`config.mk`:
```
export PLATFORM = sky130hd
export DESIGN_NAME = usb_irq_status
export DESIGN_NICKNAME = d
export VERILOG_FILES = /design/src/rtl/usb_irq_pkg.sv /design/src/rtl/usb_ep_event.sv /design/src/rtl/usb_irq_regs.sv /design/src/rtl/usb_irq_status.sv
export SDC_FILE = /design/constraint.sdc
export NUM_CORES = 1
export LEC_CHECK = 0
export BUFFER_PORTS_ARGS = -buffer_cell sky130_fd_sc_hd__buf_2
export CAP_MARGIN = 20
export CELL_PAD_IN_SITES_DETAIL_PLACEMENT = 1
export CELL_PAD_IN_SITES_GLOBAL_PLACEMENT = 1
export CORE_MARGIN = 2
export CORE_UTILIZATION = 32
export DETAILED_ROUTE_END_ITERATION = 8
export GPL_ROUTABILITY_DRIVEN = 1
export PLACE_DENSITY = 0.81
export SYNTH_ARGS = -nofsm -noshare
export SYNTH_HDL_FRONTEND = slang
export SYNTH_SLANG_ARGS = --single-unit
export TNS_END_PERCENT = 5
```
`constraint.sdc`:
```
create_clock -name clk_i -period 1.7 [get_ports clk_i]
set_input_delay 0.085 -clock clk_i [delete_from_list [all_inputs] [get_ports clk_i]]
set_output_delay 0.085 -clock clk_i [all_outputs]
set_load 0.02 [all_outputs]
```
`src/rtl/usb_irq_pkg.sv`:
```
package usb_irq_pkg;
  localparam logic [1:0] EP_CTRL = 2'd0;
  localparam logic [1:0] EP_BULK = 2'd1;
  localparam logic [1:0] EP_ISO  = 2'd2;

  // flag vector bit order: out_rdy, in_rdy, stall_in, stall_out, setup_end, data_end, underrun
  localparam int unsigned NFLAG = 7;

  function automatic logic [NFLAG-1:0] rise_mask(input logic [1:0] kind);
    case (kind)
      EP_CTRL: rise_mask = 7'b0011101;
      EP_BULK: rise_mask = 7'b0001100;
      default: rise_mask = 7'b1001100;
    endcase
  endfunction

  function automatic logic [NFLAG-1:0] fall_mask(input logic [1:0] kind);
    case (kind)
      EP_CTRL: fall_mask = 7'b0100010;
      default: fall_mask = 7'b0000010;
    endcase
  endfunction

  function automatic logic flush_en(input logic [1:0] kind);
    flush_en = (kind != EP_CTRL);
  endfunction
endpackage

```
`src/rtl/usb_ep_event.sv`:
```
module usb_ep_event
  import usb_irq_pkg::*;
#(
  parameter logic [1:0] KIND = EP_BULK
) (
  input  logic clk_i,
  input  logic rst_ni,
  input  logic out_rdy_i,
  input  logic in_rdy_i,
  input  logic stall_in_i,
  input  logic stall_out_i,
  input  logic setup_end_i,
  input  logic data_end_i,
  input  logic underrun_i,
  input  logic flush_i,
  output logic event_o
);
  localparam logic [NFLAG-1:0] RISE_M = rise_mask(KIND);
  localparam logic [NFLAG-1:0] FALL_M = fall_mask(KIND);
  localparam logic             FLUSH_M = flush_en(KIND);

  logic [NFLAG-1:0] flag, flag_q, rise, fall;

  assign flag = {underrun_i, data_end_i, setup_end_i, stall_out_i,
                 stall_in_i, in_rdy_i, out_rdy_i};

  always_ff @(posedge clk_i or negedge rst_ni) begin
    if (!rst_ni) flag_q <= '0;
    else         flag_q <= flag;
  end

  assign rise = flag & ~flag_q;
  assign fall = ~flag & flag_q;

  assign event_o = (|(rise & RISE_M)) | (|(fall & FALL_M)) | (flush_i & FLUSH_M);
endmodule

```
`src/rtl/usb_irq_regs.sv`:
```
module usb_irq_regs #(
  parameter int unsigned      DW       = 32,
  parameter logic [DW-1:0]    VALID_M  = 32'h0000_0F1F,
  parameter logic [DW-1:0]    EN_RESET = 32'h0000_0E1F
) (
  input  logic          clk_i,
  input  logic          rst_ni,
  input  logic [DW-1:0] set_i,
  input  logic          sel_i,
  input  logic          wr_i,
  input  logic [DW-1:0] wdata_i,
  output logic [DW-1:0] rdata_o,
  output logic          irq_o
);
  logic [DW-1:0] status_q, enable_q, clr, status_d;
  logic          wr_stat, wr_en;

  assign wr_stat  = wr_i & ~sel_i;
  assign wr_en    = wr_i & sel_i;
  assign clr      = wr_stat ? wdata_i : '0;
  // set dominates a same-cycle clear
  assign status_d = ((status_q & ~clr) | set_i) & VALID_M;

  always_ff @(posedge clk_i or negedge rst_ni) begin
    if (!rst_ni) begin
      status_q <= '0;
      enable_q <= EN_RESET & VALID_M;
    end else begin
      status_q <= status_d;
      if (wr_en) enable_q <= wdata_i & VALID_M;
    end
  end

  assign rdata_o = sel_i ? enable_q : status_q;
  assign irq_o   = |(status_q & enable_q);

  a_r7_no_sw_set: assert property (@(posedge clk_i) disable iff (!rst_ni)
    ((status_q & ~$past(status_q)) & ~$past(set_i)) == '0);

  a_r8_set_wins: assert property (@(posedge clk_i) disable iff (!rst_ni)
    (set_i & VALID_M) != '0 |=> (status_q & $past(set_i & VALID_M)) == $past(set_i & VALID_M));

  a_r6_w1c: assert property (@(posedge clk_i) disable iff (!rst_ni)
    wr_stat |=> (status_q & $past(wdata_i) & ~$past(set_i)) == '0);

  a_r9_reserved_zero: assert property (@(posedge clk_i) disable iff (!rst_ni)
    ((status_q | enable_q) & ~VALID_M) == '0);

  a_r10_irq_hold: assert property (@(posedge clk_i) disable iff (!rst_ni)
    (irq_o && !wr_i) |=> irq_o);
endmodule

```
`src/rtl/usb_irq_status.sv`:
```
module usb_irq_status
  import usb_irq_pkg::*;
#(
  parameter int unsigned          NUM_EP      = 5,   // at most 8
  parameter logic [2*NUM_EP-1:0]  EP_KIND_MAP = 10'b10_10_01_01_00
) (
  input  logic              clk_i,
  input  logic              rst_ni,
  input  logic [NUM_EP-1:0] out_rdy_i,
  input  logic [NUM_EP-1:0] in_rdy_i,
  input  logic [NUM_EP-1:0] stall_in_i,
  input  logic [NUM_EP-1:0] stall_out_i,
  input  logic [NUM_EP-1:0] setup_end_i,
  input  logic [NUM_EP-1:0] data_end_i,
  input  logic [NUM_EP-1:0] underrun_i,
  input  logic [NUM_EP-1:0] flush_i,
  input  logic              susp_i,
  input  logic              resume_i,
  input  logic              bus_rst_i,
  input  logic              discon_i,
  input  logic              sel_i,
  input  logic              wr_i,
  input  logic [31:0]       wdata_i,
  output logic [31:0]       rdata_o,
  output logic              irq_o
);
  localparam int unsigned DW      = 32;
  localparam int unsigned BUS_LSB = 8;
  localparam logic [DW-1:0] EP_M    = (DW'(1) << NUM_EP) - DW'(1);
  localparam logic [DW-1:0] VALID_M = EP_M | (DW'(4'hF) << BUS_LSB);
  localparam logic [DW-1:0] EN_RST  = VALID_M & ~(DW'(1) << BUS_LSB);

  logic [NUM_EP-1:0] ep_evt;
  logic [DW-1:0]     set_vec;

  for (genvar i = 0; i < NUM_EP; i++) begin : g_ep
    usb_ep_event #(.KIND(EP_KIND_MAP[2*i +: 2])) i_evt (
      .clk_i       (clk_i),
      .rst_ni      (rst_ni),
      .out_rdy_i   (out_rdy_i[i]),
      .in_rdy_i    (in_rdy_i[i]),
      .stall_in_i  (stall_in_i[i]),
      .stall_out_i (stall_out_i[i]),
      .setup_end_i (setup_end_i[i]),
      .data_end_i  (data_end_i[i]),
      .underrun_i  (underrun_i[i]),
      .flush_i     (flush_i[i]),
      .event_o     (ep_evt[i])
    );
  end

  always_comb begin
    set_vec = '0;
    set_vec[NUM_EP-1:0]       = ep_evt;
    set_vec[BUS_LSB +: 4]     = {discon_i, bus_rst_i, resume_i, susp_i};
  end

  usb_irq_regs #(.DW(DW), .VALID_M(VALID_M), .EN_RESET(EN_RST)) i_regs (
    .clk_i   (clk_i),
    .rst_ni  (rst_ni),
    .set_i   (set_vec),
    .sel_i   (sel_i),
    .wr_i    (wr_i),
    .wdata_i (wdata_i),
    .rdata_o (rdata_o),
    .irq_o   (irq_o)
  );
endmodule

```
==> results of run 1 <==
## kinds of logic after synthesis
kind of cell | Yosys count | share of synthesized area [%]
DFF | 38 | 57.3
AOI/OAI and AO/OA | 21 | 10.1
buffers and inverters | 40 | 14.8
and+or+nand+nor | 17 | 5.52
other | 1 | 0.223
muxes | 18 | 12.1
## worst max-delay path, delay by kind of cell, from the launching register on
family | cells | cell delay (ps)
AO/OA/AOI/OAI | 2 | 470
flip-flops | 1 | 390
buffers and inverters | 1 | 180
AND/OR/NAND/NOR | 1 | 130
## state kept, by name, indices dropped and copies added, names as in the netlist
signal and cells:
i_regs.status_q 9, i_regs.enable_q 9, g_ep.i_evt.flag_q 20
## cell usage after synthesis (all sizes together)
cell type and n:
o2111ai 1, nand3 1, a2111o 4, conb 1
o22ai 7, dfstp 8, a221oi 1, inv 15
a222oi 1, nand2 9, buf 25, a21boi 1
mux2 18, nor2b 3, or3 1, nand2b 3
a22oi 1, a21o 4, dfrtp 30, a22o 1
## power breakdown
part,internal [mW],switching [mW],total [mW]
clock network,0.326,0.308,0.634
logic,0.171,0.187,0.358
registers,0.988,0.0346,1.02
## per-stage QoR
stage               cells  setup WS, ps
floorplan             157           634
global route          290          63.3
CTS                   290           130
finish                290           161
detailed placement    253           424
global placement      253           444
## area by class of cell
type | count | area, um2 | share of cell area [%]
clock buffer | 6 | 82.6 | 3.59
clock inverter | 2 | 12.5 | 0.544
multi-input combinational | 79 | 552 | 24.0
inverter | 15 | 56.3 | 2.45
timing repair buffer | 80 | 548 | 23.8
tap | 70 | 87.6 | 3.81
sequential | 38 | 961 | 41.8
## worst paths after layout
kind	start	to	slack, ps	cells past startpoint
setup reg to reg	g_ep[0].i_evt.flag_q[5]$_DFF_PN0_	i_regs.status_q[0]$_DFF_PN0_	650	3
setup / recovery	i_regs.status_q[0]$_DFF_PN0_	irq_o	160	4
max in group asynchronous	rst_ni	i_regs.enable_q[9]$_DFFE_PN1P_	960	3
hold / removal	wdata_i[8]	i_regs.enable_q[8]$_DFFE_PN0P_	40	2
hold reg to reg	i_regs.status_q[11]$_DFF_PN0_	i_regs.status_q[11]$_DFF_PN0_	510	1
min in group asynchronous	rst_ni	i_regs.status_q[11]$_DFF_PN0_	370	3
## what timing repair did
action	4_1_cts	5_1_grt
hold buffers	29	0
endpoints found under the setup margin	0	0
endpoints found under the hold margin	58	0
setup buffers	0	0
## layer usage
metal	global-route usage [%]	up-vias
met3	4.03	5
li1	-	579
met5	0	-
met1	14.8	584
met2	24.8	44
met4	5.45	0
==> flow_summary.json, run 1 <==
{
  "cts_tree": "built",
  "critPathArrivalTime_ps": 1450,
  "dieArea_um2": 5840,
  "synth_cell_type_count": 23,
  "synth_top_area_share_pct": 44.7,
  "hold_ws_ps": 43.8,
  "wl_met3_um": 218,
  "die_h_um": 76.4,
  "antenna_left": 0,
  "final_cell_mix": "buf_2 (50), dfrtp_1 (30), dlygate4sd3_1 (29)",
  "rsz0062_at_grt": "no",
  "place_congestion": 0.692,
  "fin_crit_ps": 1540,
  "place_area_um2": 1910,
  "hold_violations": 0,
  "drive_gt1_share_pct": 39.5,
  "port_buffers": 50,
  "finalSetupViolCount": 0,
  "grt_max_degree": 39,
  "diodes": 0,
  "status": "completed",
  "drtPass1Iterations": 4,
  "fp-row-count": 26,
  "met2_length_um": 2050,
  "yosys-top-cells-area": "dfrtp_1 (45%), dfstp_2 (13%), mux2_2 (12%)",
  "synth_area_um2": 1680,
  "met1Wirelength_um": 1430,
  "seq_area_frac_synth_pct": 57.3,
  "synth.avg_cell_area_um2": 12.4,
  "crit_fanout": 3,
  "top_layer": "met4",
  "cellLeakagePower_nw": 1.07,
  "antenna_found_initial": 0,
  "vdd_ir_drop_max_mv": 0.599,
  "initialDrtViolationCount": 44,
  "vias": 1212,
  "cts_root_buffer": "clkbuf_8",
  "crit_chain": "a22o_1 -> a221oi_1 -> nand3_1 -> buf_2",
  "power_density_nw_per_um2": 876,
  "wl_per_cell_um": 12.9,
  "crit_required_ps": 1620,
  "routed_via_density": 4.18,
  "yosysTopAreaCell": "dfrtp_1",
  "critical_path.max_stage_delay_ps": 390,
  "ys_warn_count": 0,
  "wl_um": 3750,
  "chipWidth_um": 76.4,
  "grtUsageTotal_pct": 13.7,
  "fin_crit_sh_pct": 90.6,
  "grt_pass1_wl_um": 6150,
  "final_common_cell": "buf_2",
  "cts_buffers": 5,
  "clk_latency_ps": 280,
  "io_pins": 113,
  "fill_cells": 576,
  "grt_pass1_vias": 1304,
  "clk_pin_slew_ps": 70,
  "maxCapViolations": 0,
  "hpwl_um": 2560,
  "initial_core_util_pct": 33.1,
  "end_kind": "primary output",
  "overflow": 0,
  "worstHoldPathType": "in2reg",
  "crit_type": "reg2out",
  "ys_seq_elements": 38,
  "setup.worst_path.start_class": "flop",
  "critical_path.slowest_cell": "dfrtp_1",
  "clockBufferDepth": 2,
  "fin_setup_tns_ps": 0,
  "drcViolationCount": 0,
  "postSynthCellCount": 135,
  "clock_sinks": 38,
  "power_mw": 2.01,
  "cts_resized": 0,
  "fmax_ghz": 0.650,
  "finalMaxSlewViolations": 0,
  "skew_ps": 1.63,
  "fin_util_pct": 45.3,
  "final_area_um2": 2300,
  "fin_nets": 299,
  "core-area_um2": 5070,
  "htreeDepth": 2,
  "syn_to_final_growth_pct": 37.1
}
No activity file was read; power rests on OpenSTA's default activity.
==> inputs of run 2 (changes only) <==
==> constraint.sdc (replaced) <==
create_clock -name clk_i -period 1.7 [get_ports clk_i]
set_input_delay 0 -clock clk_i [delete_from_list [all_inputs] [get_ports clk_i]]
set_output_delay 0 -clock clk_i [all_outputs]
set_load 0.02 [all_outputs]
==> run 2 against run 1 <==
Net effect: non-clock buffer count increased by 13; sequential share of layout area fell by 2.2 points; via count increased by 4.5%; maximum frequency is 6.9% higher; largest cell class unchanged; die area did not move; core utilization is 2.6 points higher; combinational power rose by 7.3%; worst setup slack improved by 99 ps; worst hold slack improved by 180 ps.
==> flow_summary.json, run 2 (same netlist as run 1, synthesis figures left out) <==
{
  "cts_buffers": 5,
  "hold_violations": 0,
  "maxCapViolations": 0,
  "grtUsageMet1_pct": 15.0,
  "timing.rr.start": "i_regs.status_q[9]$_DFF_PN0_",
  "fp-row-count": 26,
  "cellLeakagePower_nw": 1.11,
  "top_register": "g_ep.i_evt.flag_q",
  "reg2reg_to": "i_regs.status_q[9]$_DFF_PN0_",
  "crit_fanout": 3,
  "crit_required_ps": 1700,
  "initialDrtViolationCount": 38,
  "fin_nets": 312,
  "wl_per_cell_um": 13.4,
  "finalMaxSlewViolations": 0,
  "rrSetupSlack_ps": 460,
  "diodes": 0,
  "grt_util_met3_pct": 3.79,
  "finalSetupViolCount": 0,
  "syn_to_final_growth_pct": 44.8,
  "clock_sinks": 38,
  "critPathArrivalTime_ps": 1440,
  "setup.worst_path.start_class": "flop",
  "cts_root_buffer": "clkbuf_8",
  "final_area_um2": 2430,
  "vias": 1266,
  "hpwl_um": 2560,
  "grtUsageTotal_pct": 14.6,
  "htreeDepth": 2,
  "reg.largest.list": "g_ep.i_evt.flag_q x20, i_regs.enable_q x9, i_regs.status_q x9",
  "drcViolationCount": 0,
  "crit_type": "reg2out",
  "final_common_cell": "buf_2",
  "skew_ps": 2.07,
  "drive_gt1_share_pct": 37.3,
  "drtPass1Iterations": 4,
  "chipWidth_um": 76.4,
  "endpoint": "irq_o",
  "crit_path_start": "i_regs.status_q[0]$_DFF_PN0_",
  "grt_max_degree": 39,
  "dieArea_um2": 5840,
  "grt_pass1_vias": 1409,
  "busiest_layer": "met2",
  "met2_usage_pct": 27.6,
  "vdd_ir_drop_max_mv": 0.601,
  "end_kind": "primary output",
  "worstHoldPathType": "in2reg",
  "cts_tree": "built",
  "wl_um": 4050,
  "die_h_um": 76.4,
  "rr_worst_depth": 2,
  "antenna_found_initial": 0,
  "io_pins": 113,
  "clk_pin_slew_ps": 70,
  "core-area_um2": 5070,
  "overflow": 0,
  "fill_cells": 565,
  "initial_core_util_pct": 33.1,
  "final_cell_mix": "buf_2 (50), dlygate4sd3_1 (42), dfrtp_1 (30)",
  "power_density_nw_per_um2": 838,
  "rsz0062_at_grt": "no",
  "grt_pass1_wl_um": 6570,
  "fmax_ghz": 0.694,
  "place_area_um2": 1910,
  "status": "completed",
  "clockBufferDepth": 2,
  "fin_crit_sh_pct": 84.7,
  "clk_latency_ps": 280,
  "place_congestion": 0.692,
  "port_buffers": 50,
  "power_mw": 2.04,
  "antenna_left": 0,
  "fin_crit_ps": 1440,
  "largest_reg_flops": 20,
  "routed_via_density": 4.18,
  "fin_setup_tns_ps": 0
}
-- run 2: cell types whose count changed in the layout (fill, tap and decap cells not counted) --
cell and delta:
dlygate4sd3_1 +13
-- run 2: through the flow --
step	worst slack (ps)	cells	utilization, %	hold slack (ps)
floorplan	719	157	-	-296
global placement	529	253	37.7	72.7
detailed placement	509	253	37.7	76.6
CTS	215	303	47.9	204
global route	141	303	47.9	233
finish	259	303	47.9	224
-- run 2: report_power, final --
group          internal [mW]  switching (mW)  total [mW]
Sequential             0.988          0.0344        1.02
Combinational          0.191           0.193       0.384
Clock                  0.326           0.304       0.630
Total                   1.50           0.532        2.04
-- run 2: timing repair --
action / 4_1_cts / 5_1_grt
resized for setup: 0 / 0
setup buffers: 0 / 0
endpoints found under the hold margin: 67 / 0
hold buffers: 42 / 0
-- run 2: worst min-delay path by stage --
stage	start	end	slack (ps)	depth (start not counted)
after CTS	wr_i	i_regs.status_q[4]$_DFF_PN0_	200	4
after floorplan	rst_ni	g_ep[0].i_evt.flag_q[0]$_DFF_PN0_	-300	0
after detailed placement	rst_ni	i_regs.status_q[11]$_DFF_PN0_	80	2
after global placement	rst_ni	i_regs.status_q[11]$_DFF_PN0_	70	2
after global routing	wr_i	i_regs.status_q[4]$_DFF_PN0_	230	4
final	wr_i	i_regs.status_q[4]$_DFF_PN0_	220	4
-- run 2: critical path, stage by stage, from the launching register on --
cell and delay [ps]:
dfrtp_1 390, a22o_1 220, a221oi_1 240, nand3_1 130
buf_2 180
-- run 2: layer usage --
metal / wire length [um] / vias to the layer above / part of all wire, %
li1: - / 604 / -
met1: 1530 / 613 / 38
met2: 2290 / 45 / 57
met3: 193 / 4 / 4.8
met4: 37 / 0 / 0.91
met5: 0 / - / 0
-- run 2: final cells by class --
type | instances | area, um2 | share of cell area (%)
repair buffers | 93 | 678 | 27.9
clock inverters | 2 | 12.5 | 0.515
multi-input cells | 79 | 552 | 22.7
inverters | 15 | 56.3 | 2.32
flip-flops and latches | 38 | 961 | 39.5
well taps | 70 | 87.6 | 3.60
clock buffers | 6 | 82.6 | 3.40
